<file path="src/rtl/flash_sr_pkg.sv">
package flash_sr_pkg;
  localparam int OP_N    = 4;
  localparam int OP_WRSR = 0;
  localparam int OP_PP   = 1;
  localparam int OP_SE   = 2;
  localparam int OP_BE   = 3;

  typedef logic [OP_N-1:0] op_vec_t;
  typedef logic [1:0]      prot_lvl_t;

  localparam prot_lvl_t LVL_NONE    = 2'b00;
  localparam prot_lvl_t LVL_QUARTER = 2'b01;
  localparam prot_lvl_t LVL_HALF    = 2'b10;
  localparam prot_lvl_t LVL_ALL     = 2'b11;
endpackage

</file>
<file path="src/rtl/sr_region_check.sv">
module sr_region_check
  import flash_sr_pkg::*;
#(
  parameter int ADDR_W = 17
) (
  input  prot_lvl_t         lvl,
  input  logic [ADDR_W-1:0] addr,
  output logic              hit
);
  localparam int TOP = ADDR_W - 1;

  always_comb begin
    unique case (lvl)
      LVL_NONE:    hit = 1'b0;
      LVL_QUARTER: hit = addr[TOP] & addr[TOP-1];
      LVL_HALF:    hit = addr[TOP];
      default:     hit = 1'b1;
    endcase
  end
endmodule

</file>
<file path="src/rtl/sr_busy_timer.sv">
module sr_busy_timer #(
  parameter int CNT_W = 5
) (
  input  logic             clk,
  input  logic             rst_n,
  input  logic             load,
  input  logic [CNT_W-1:0] load_len,
  output logic             busy,
  output logic             last
);
  logic [CNT_W-1:0] cnt_q, cnt_d;
  logic             cnt_en;

  assign busy   = (cnt_q != '0);
  assign last   = (cnt_q == CNT_W'(1));
  assign cnt_en = load | busy;

  always_comb begin
    cnt_d = cnt_q;
    if (load)      cnt_d = load_len;
    else if (busy) cnt_d = cnt_q - CNT_W'(1);
  end

  always_ff @(posedge clk or negedge rst_n) begin
    if (!rst_n)      cnt_q <= '0;
    else if (cnt_en) cnt_q <= cnt_d;
  end

  AST_LOAD_ONLY_IDLE: assert property (@(posedge clk) disable iff (!rst_n)
    load |-> !busy);
endmodule

</file>
<file path="src/rtl/flash_sr_guard.sv">
module flash_sr_guard
  import flash_sr_pkg::*;
#(
  parameter int ADDR_W   = 17,
  parameter int WRSR_CYC = 6,
  parameter int PP_CYC   = 10,
  parameter int SE_CYC   = 16,
  parameter int BE_CYC   = 24
) (
  input  logic              clk,
  input  logic              rst_n,
  input  logic              wp_n,
  input  logic              cmd_wren,
  input  logic              cmd_wrdi,
  input  logic              cmd_wrsr,
  input  logic              cmd_pp,
  input  logic              cmd_se,
  input  logic              cmd_be,
  input  logic [ADDR_W-1:0] cmd_addr,
  input  logic [7:0]        wrsr_data,
  output logic [7:0]        status,
  output logic [3:0]        op_grant,
  output logic [3:0]        op_deny
);
  localparam int MAX_A = (WRSR_CYC > PP_CYC) ? WRSR_CYC : PP_CYC;
  localparam int MAX_B = (SE_CYC > BE_CYC) ? SE_CYC : BE_CYC;
  localparam int MAX_C = (MAX_A > MAX_B) ? MAX_A : MAX_B;
  localparam int CNT_W = $clog2(MAX_C + 1);
  localparam int OP_LEN [OP_N] = '{WRSR_CYC, PP_CYC, SE_CYC, BE_CYC};

  // reset: asserted asynchronously, released through two flops
  logic rst_meta, rst_sync_n;
  always_ff @(posedge clk or negedge rst_n) begin
    if (!rst_n) begin
      rst_meta   <= 1'b0;
      rst_sync_n <= 1'b0;
    end else begin
      rst_meta   <= 1'b1;
      rst_sync_n <= rst_meta;
    end
  end

  // state
  logic      wel_q, wel_d, wel_en;
  prot_lvl_t lvl_q, lvl_d;
  logic      lock_q, lock_d, sr_en;
  op_vec_t   grant_q, grant_d, deny_q, deny_d;

  // request decode
  op_vec_t          req, sel, ok;
  logic             any_op, hw_lock, region_hit;
  logic             busy, busy_last;
  logic [CNT_W-1:0] len_d;
  logic             unused_data_bits;

  assign unused_data_bits = ^{wrsr_data[6:4], wrsr_data[1:0]};

  always_comb begin
    req               = '0;
    req[OP_WRSR]      = cmd_wrsr;
    req[OP_PP]        = cmd_pp;
    req[OP_SE]        = cmd_se;
    req[OP_BE]        = cmd_be;
  end

  // lowest index wins: status write, program, sector erase, full erase
  always_comb begin
    sel = '0;
    for (int i = OP_N - 1; i >= 0; i--) begin
      if (req[i]) sel = op_vec_t'(1) << i;
    end
  end

  assign any_op  = |req;
  assign hw_lock = lock_q & ~wp_n;

  sr_region_check #(.ADDR_W(ADDR_W)) u_region (
    .lvl  (lvl_q),
    .addr (cmd_addr),
    .hit  (region_hit)
  );

  always_comb begin
    ok          = '0;
    ok[OP_WRSR] = wel_q & ~hw_lock;
    ok[OP_PP]   = wel_q & ~region_hit;
    ok[OP_SE]   = wel_q & ~region_hit;
    ok[OP_BE]   = wel_q & (lvl_q == LVL_NONE);
  end

  assign grant_d = sel & ok & {OP_N{~busy}};
  assign deny_d  = sel & ~grant_d;

  always_comb begin
    len_d = '0;
    for (int i = 0; i < OP_N; i++) begin
      if (sel[i]) len_d = CNT_W'(OP_LEN[i]);
    end
  end

  sr_busy_timer #(.CNT_W(CNT_W)) u_timer (
    .clk      (clk),
    .rst_n    (rst_sync_n),
    .load     (|grant_d),
    .load_len (len_d),
    .busy     (busy),
    .last     (busy_last)
  );

  // write-enable latch next state
  always_comb begin
    wel_d = wel_q;
    if (busy) begin
      if (busy_last) wel_d = 1'b0;
    end else if (any_op) begin
      if (~|grant_d) wel_d = 1'b0;
    end else if (cmd_wren) begin
      wel_d = 1'b1;
    end else if (cmd_wrdi) begin
      wel_d = 1'b0;
    end
  end
  assign wel_en = (wel_d != wel_q);

  // protection bits next state
  assign sr_en  = grant_d[OP_WRSR];
  assign lvl_d  = wrsr_data[3:2];
  assign lock_d = wrsr_data[7];

  always_ff @(posedge clk or negedge rst_sync_n) begin
    if (!rst_sync_n) begin
      wel_q <= 1'b0;
    end else if (wel_en) begin
      wel_q <= wel_d;
    end
  end

  always_ff @(posedge clk or negedge rst_sync_n) begin
    if (!rst_sync_n) begin
      lvl_q  <= LVL_NONE;
      lock_q <= 1'b0;
    end else if (sr_en) begin
      lvl_q  <= lvl_d;
      lock_q <= lock_d;
    end
  end

  for (genvar g = 0; g < OP_N; g++) begin : g_resp
    always_ff @(posedge clk or negedge rst_sync_n) begin
      if (!rst_sync_n) begin
        grant_q[g] <= 1'b0;
        deny_q[g]  <= 1'b0;
      end else begin
        grant_q[g] <= grant_d[g];
        deny_q[g]  <= deny_d[g];
      end
    end
  end

  assign status   = {lock_q, 3'b000, lvl_q, wel_q, busy};
  assign op_grant = grant_q;
  assign op_deny  = deny_q;

  AST_GRANT_NEEDS_WEL: assert property (@(posedge clk) disable iff (!rst_sync_n)
    (|grant_q) |-> $past(wel_q));
  AST_GRANT_SETS_BUSY: assert property (@(posedge clk) disable iff (!rst_sync_n)
    (|grant_q) |-> busy);
  AST_DENY_DROPS_WEL: assert property (@(posedge clk) disable iff (!rst_sync_n)
    ((|deny_q) && !$past(busy)) |-> !wel_q);
  AST_BE_NEEDS_OPEN: assert property (@(posedge clk) disable iff (!rst_sync_n)
    grant_q[OP_BE] |-> ($past(lvl_q) == LVL_NONE));
  AST_HW_LOCK_HOLDS: assert property (@(posedge clk) disable iff (!rst_sync_n)
    (lock_q && !wp_n) |=> $stable({lock_q, lvl_q}));
  AST_NO_GRANT_BUSY: assert property (@(posedge clk) disable iff (!rst_sync_n)
    (|grant_q) |-> !$past(busy));
  AST_SINGLE_RESPONSE: assert property (@(posedge clk) disable iff (!rst_sync_n)
    $onehot0({grant_q, deny_q}));
endmodule

</file>
<file path="config.mk">
export PLATFORM = sky130hd
export DESIGN_NAME = flash_sr_guard
export DESIGN_NICKNAME = d
export VERILOG_FILES = /design/src/rtl/flash_sr_pkg.sv /design/src/rtl/sr_region_check.sv /design/src/rtl/sr_busy_timer.sv /design/src/rtl/flash_sr_guard.sv
export SDC_FILE = /design/constraint.sdc
export NUM_CORES = 1
export LEC_CHECK = 0
export ABC_AREA = 1
export BUFFER_PORTS_ARGS = -buffer_cell sky130_fd_sc_hd__buf_2
export CAP_MARGIN = 20
export CORE_ASPECT_RATIO = 1.5
export CORE_MARGIN = 3
export CORE_UTILIZATION = 51
export CTS_BUF_LIST = sky130_fd_sc_hd__clkbuf_4
export DETAILED_ROUTE_END_ITERATION = 12
export PLACE_DENSITY_LB_ADDON = 0.15
export SLEW_MARGIN = 20
export SYNTH_ARGS = -nofsm -noshare
export SYNTH_HDL_FRONTEND = slang
export SYNTH_SLANG_ARGS = --single-unit
</file>
<file path="constraint.sdc">
create_clock -name clk -period 1.8 [get_ports clk]
set_input_delay 0.27 -clock clk [delete_from_list [all_inputs] [get_ports clk]]
set_output_delay 0.27 -clock clk [all_outputs]
set_load 0.02 [all_outputs]
</file>
==> metrics.cfg <==
[outcome]
status = finished, final reports clean

[worst_setup_path]
cp.required_ns = 1.53
crit_arrival_ns = 1.40
worstSetupPathType = reg -> out
cp-end-kind = output pin
slowest_delay_ns = 0.39
cp_slowest_cell = dfrtp_1
rr_startpoint = u_timer.cnt_q[0]$_DFFE_PN0P_
critPathBufInv = 3
crit_fanout = 5
start_kind = flip-flop
cp-startpoint = u_timer.cnt_q[0]$_DFFE_PN0P_
cp_top_family = flip-flops
ff2ff_setup_slack_ns = 0.22
path_cells = inv_1 > ha_2 > inv_2 > nor2_1 > nand2_2 > buf_2

[finish]
finalInstanceArea_mm2 = 0.00122
area_growth_pct = 16.6
nFillCells = 184
antenna-diode-count = 0
drive_above_1_share_pct = 38.0
final_cell_mix = buf_2 (26), nand2_1 (21), dfrtp_1 (19), inv_1 (14), nor2_1 (13)
layout_commonest_cell = buf_2
final_nets = 188

[die]
fp.dieH_um = 61.5
row_count = 19
initial_utilization_pct = 55.1
ios = 50
core-area_mm2 = 0.00190
die-area_mm2 = 0.00265
die-width_um = 43.0

[synthesis]
synth_warnings = 0
synthTopCellsByArea = dfrtp_1 (45%), nand2_1 (7.5%), inv_1 (5.0%), nor2_1 (4.7%), buf_4 (4.3%)
synthesis.area_mm2 = 0.00105
ys_seq_area_share_pct = 45.3
synth_top_area_share_pct = 45.3
synth-seq-cells = 19
synth_area_per_cell_um2 = 8.67
yosysTopAreaCell = dfrtp_1
netlist_instances = 121
synthDistinctLibCells = 24

[detailed_routing]
via_per_inst = 4.68
totalWireLength_um = 1970
wire_per_inst_um = 11.5
ant_nets = 0
drt_iter0_drc = 13
first_pass_iters = 4
vias = 801
drc = 0

[sta]
setup_viol = 0
max_freq_mhz = 599
hold_viol_final = 0
finalMaxSlewViolations = 0
worst_pin_slew_ns = 0.656
holdWs_ns = 0.155
period_needed_ns = 1.67
fin_tns_setup_ns = 0
skew_ns = 0.00214
period_share_pct = 92.7
setup_ws_ns = 0.132
relSlewSlack_pct = 56.3
rsz0062_at_grt = false

[clock_network]
cts_inserted_buffers = 3
h-tree-depth = 1
cts_sinks = 19
clkTransAtPathRegs_ns = 0.10
insertion_delay_ns = 0.31
cts_tree = yes
cts_root_buf = clkbuf_4
cts_setup_buffers = 0
max-clock-path-buffers = 2

[power]
combPwrFrac_pct = 46.6
power.density_mw_per_mm2 = 1240
p_seq_share_pct = 39.0
p_total_w = 0.00152
leakage_nw = 0.689
power_frac_clock_pct = 14.4
peakVddDrop_v = 0.000767
p_int_w = 0.000882
power_switching_w = 0.000636
netSwitchingFraction_pct = 41.9

[grt]
overflow = 0
grt_pass1_vias = 830
grt_max_degree = 18
antenna_found_initial = 0
grt_pass1_wl_um = 3450
grtUsageTotal_pct = 17.8

[placed_design]
hpwlAfterDp_um = 1640
io_buffers = 26
place.gp.congestion = 0.795
dpl_cell_area_mm2 = 0.00118
pre_cts_slack_ns = 0.226

[hold_path]
holdCritPathClass = in -> reg
min-delay-start = wrsr_data[2]

[flow_run]
drv_cap = 0

layer usage:
metal	GRT usage [%]	part of all wire, %	vias up
met2	34.5	58	17
met3	2.05	3.2	5
met4	11.2	2.6	0
met1	17.9	37	364
li1	-	-	415
met5	0	0	-
state kept, by name, indices dropped and copies added, names as in the netlist:
name           cells
wel_q              1
lock_q             1
op_grant           4
op_deny            4
rst_meta           1
rst_sync_n         1
lvl_q              2
u_timer.cnt_q      5
power by group through the flow:
stage	logic (W)	clock network [W]	registers (W)
after floorplan	0.000542	0	0.000611
after global placement	0.000680	0	0.000598
after detailed placement	0.000708	0	0.000602
after CTS	0.000715	0.000225	0.000593
after global routing	0.000807	0.000239	0.000609
final	0.000708	0.000219	0.000592
logic make-up (layout without fill, tap and decap cells):
group,after synthesis,count (layout),synth area share (%)
AO/OA/AOI/OAI,13,13,7.88
XOR/XNOR,3,3,2.51
adder cells (fa/ha/maj),3,3,3.58
buffers and inverters,26,53,11.5
flip-flops,19,19,45.3
other,2,4,0.716
AND/OR/NAND/NOR,55,55,28.5
cells in the mapped netlist:
cell type,number
dfrtp_1,19
nand2_2,4
nor3_2,1
ha_1,3
conb_1,2
nand3_1,7
xor2_1,2
a21oi_1,2
inv_1,14
nand2_1,21
nand2_4,3
o21ai_1,1
o21ai_0,5
inv_2,6
nor2_2,3
buf_4,6
o21ai_2,2
nor2_8,1
a21oi_2,2
xnor2_1,1
nor2_1,13
nand3_4,1
o21bai_1,1
nor2_4,1
final timing paths:
kind,depth (start not counted),end
min,3,lvl_q[0]$_DFFE_PN0P_
min in group asynchronous,2,rst_meta$_DFF_PN0_
max reg2reg,10,u_timer.cnt_q[4]$_DFFE_PN0P_
max,6,status[0]
max in group asynchronous,0,lvl_q[1]$_DFFE_PN0P_
min reg2reg,0,op_deny[3]$_DFF_PN0_
layout make-up:
class	instances	area, µm²	share of cell area (%)
flip-flops and latches	19	475	38.9
multi-input cells	78	463	37.9
repair buffers	29	155	12.7
inverters	20	75.1	6.14
well taps	21	26.3	2.15
clock buffers	3	22.5	1.84
clock inverters	1	5.00	0.409
worst reg2reg max path: cells and delay by family (launching register included):
kind	cells	cell delay, ns
and+or+nand+nor	6	0.68
adders and majority gates	1	0.20
buffers and inverters	2	0.14
DFF	1	0.39
AOI/OAI and AO/OA	1	0.10
through the flow:
step                      utilization (%)  std cells
after global placement               62.2        166
final                                64.3        171
after CTS                            64.1        171
after floorplan                         -        123
after detailed placement             62.2        166
after global routing                 64.3        171
what timing repair did:
action / 4_1_cts / 5_1_grt
endpoints found under the setup margin: 0 / 1
gates resized for setup: 0 / 1
hold buffers: 1 / 0
endpoints found under the hold margin: 2 / 0
(Power assumes the default switching activity.)
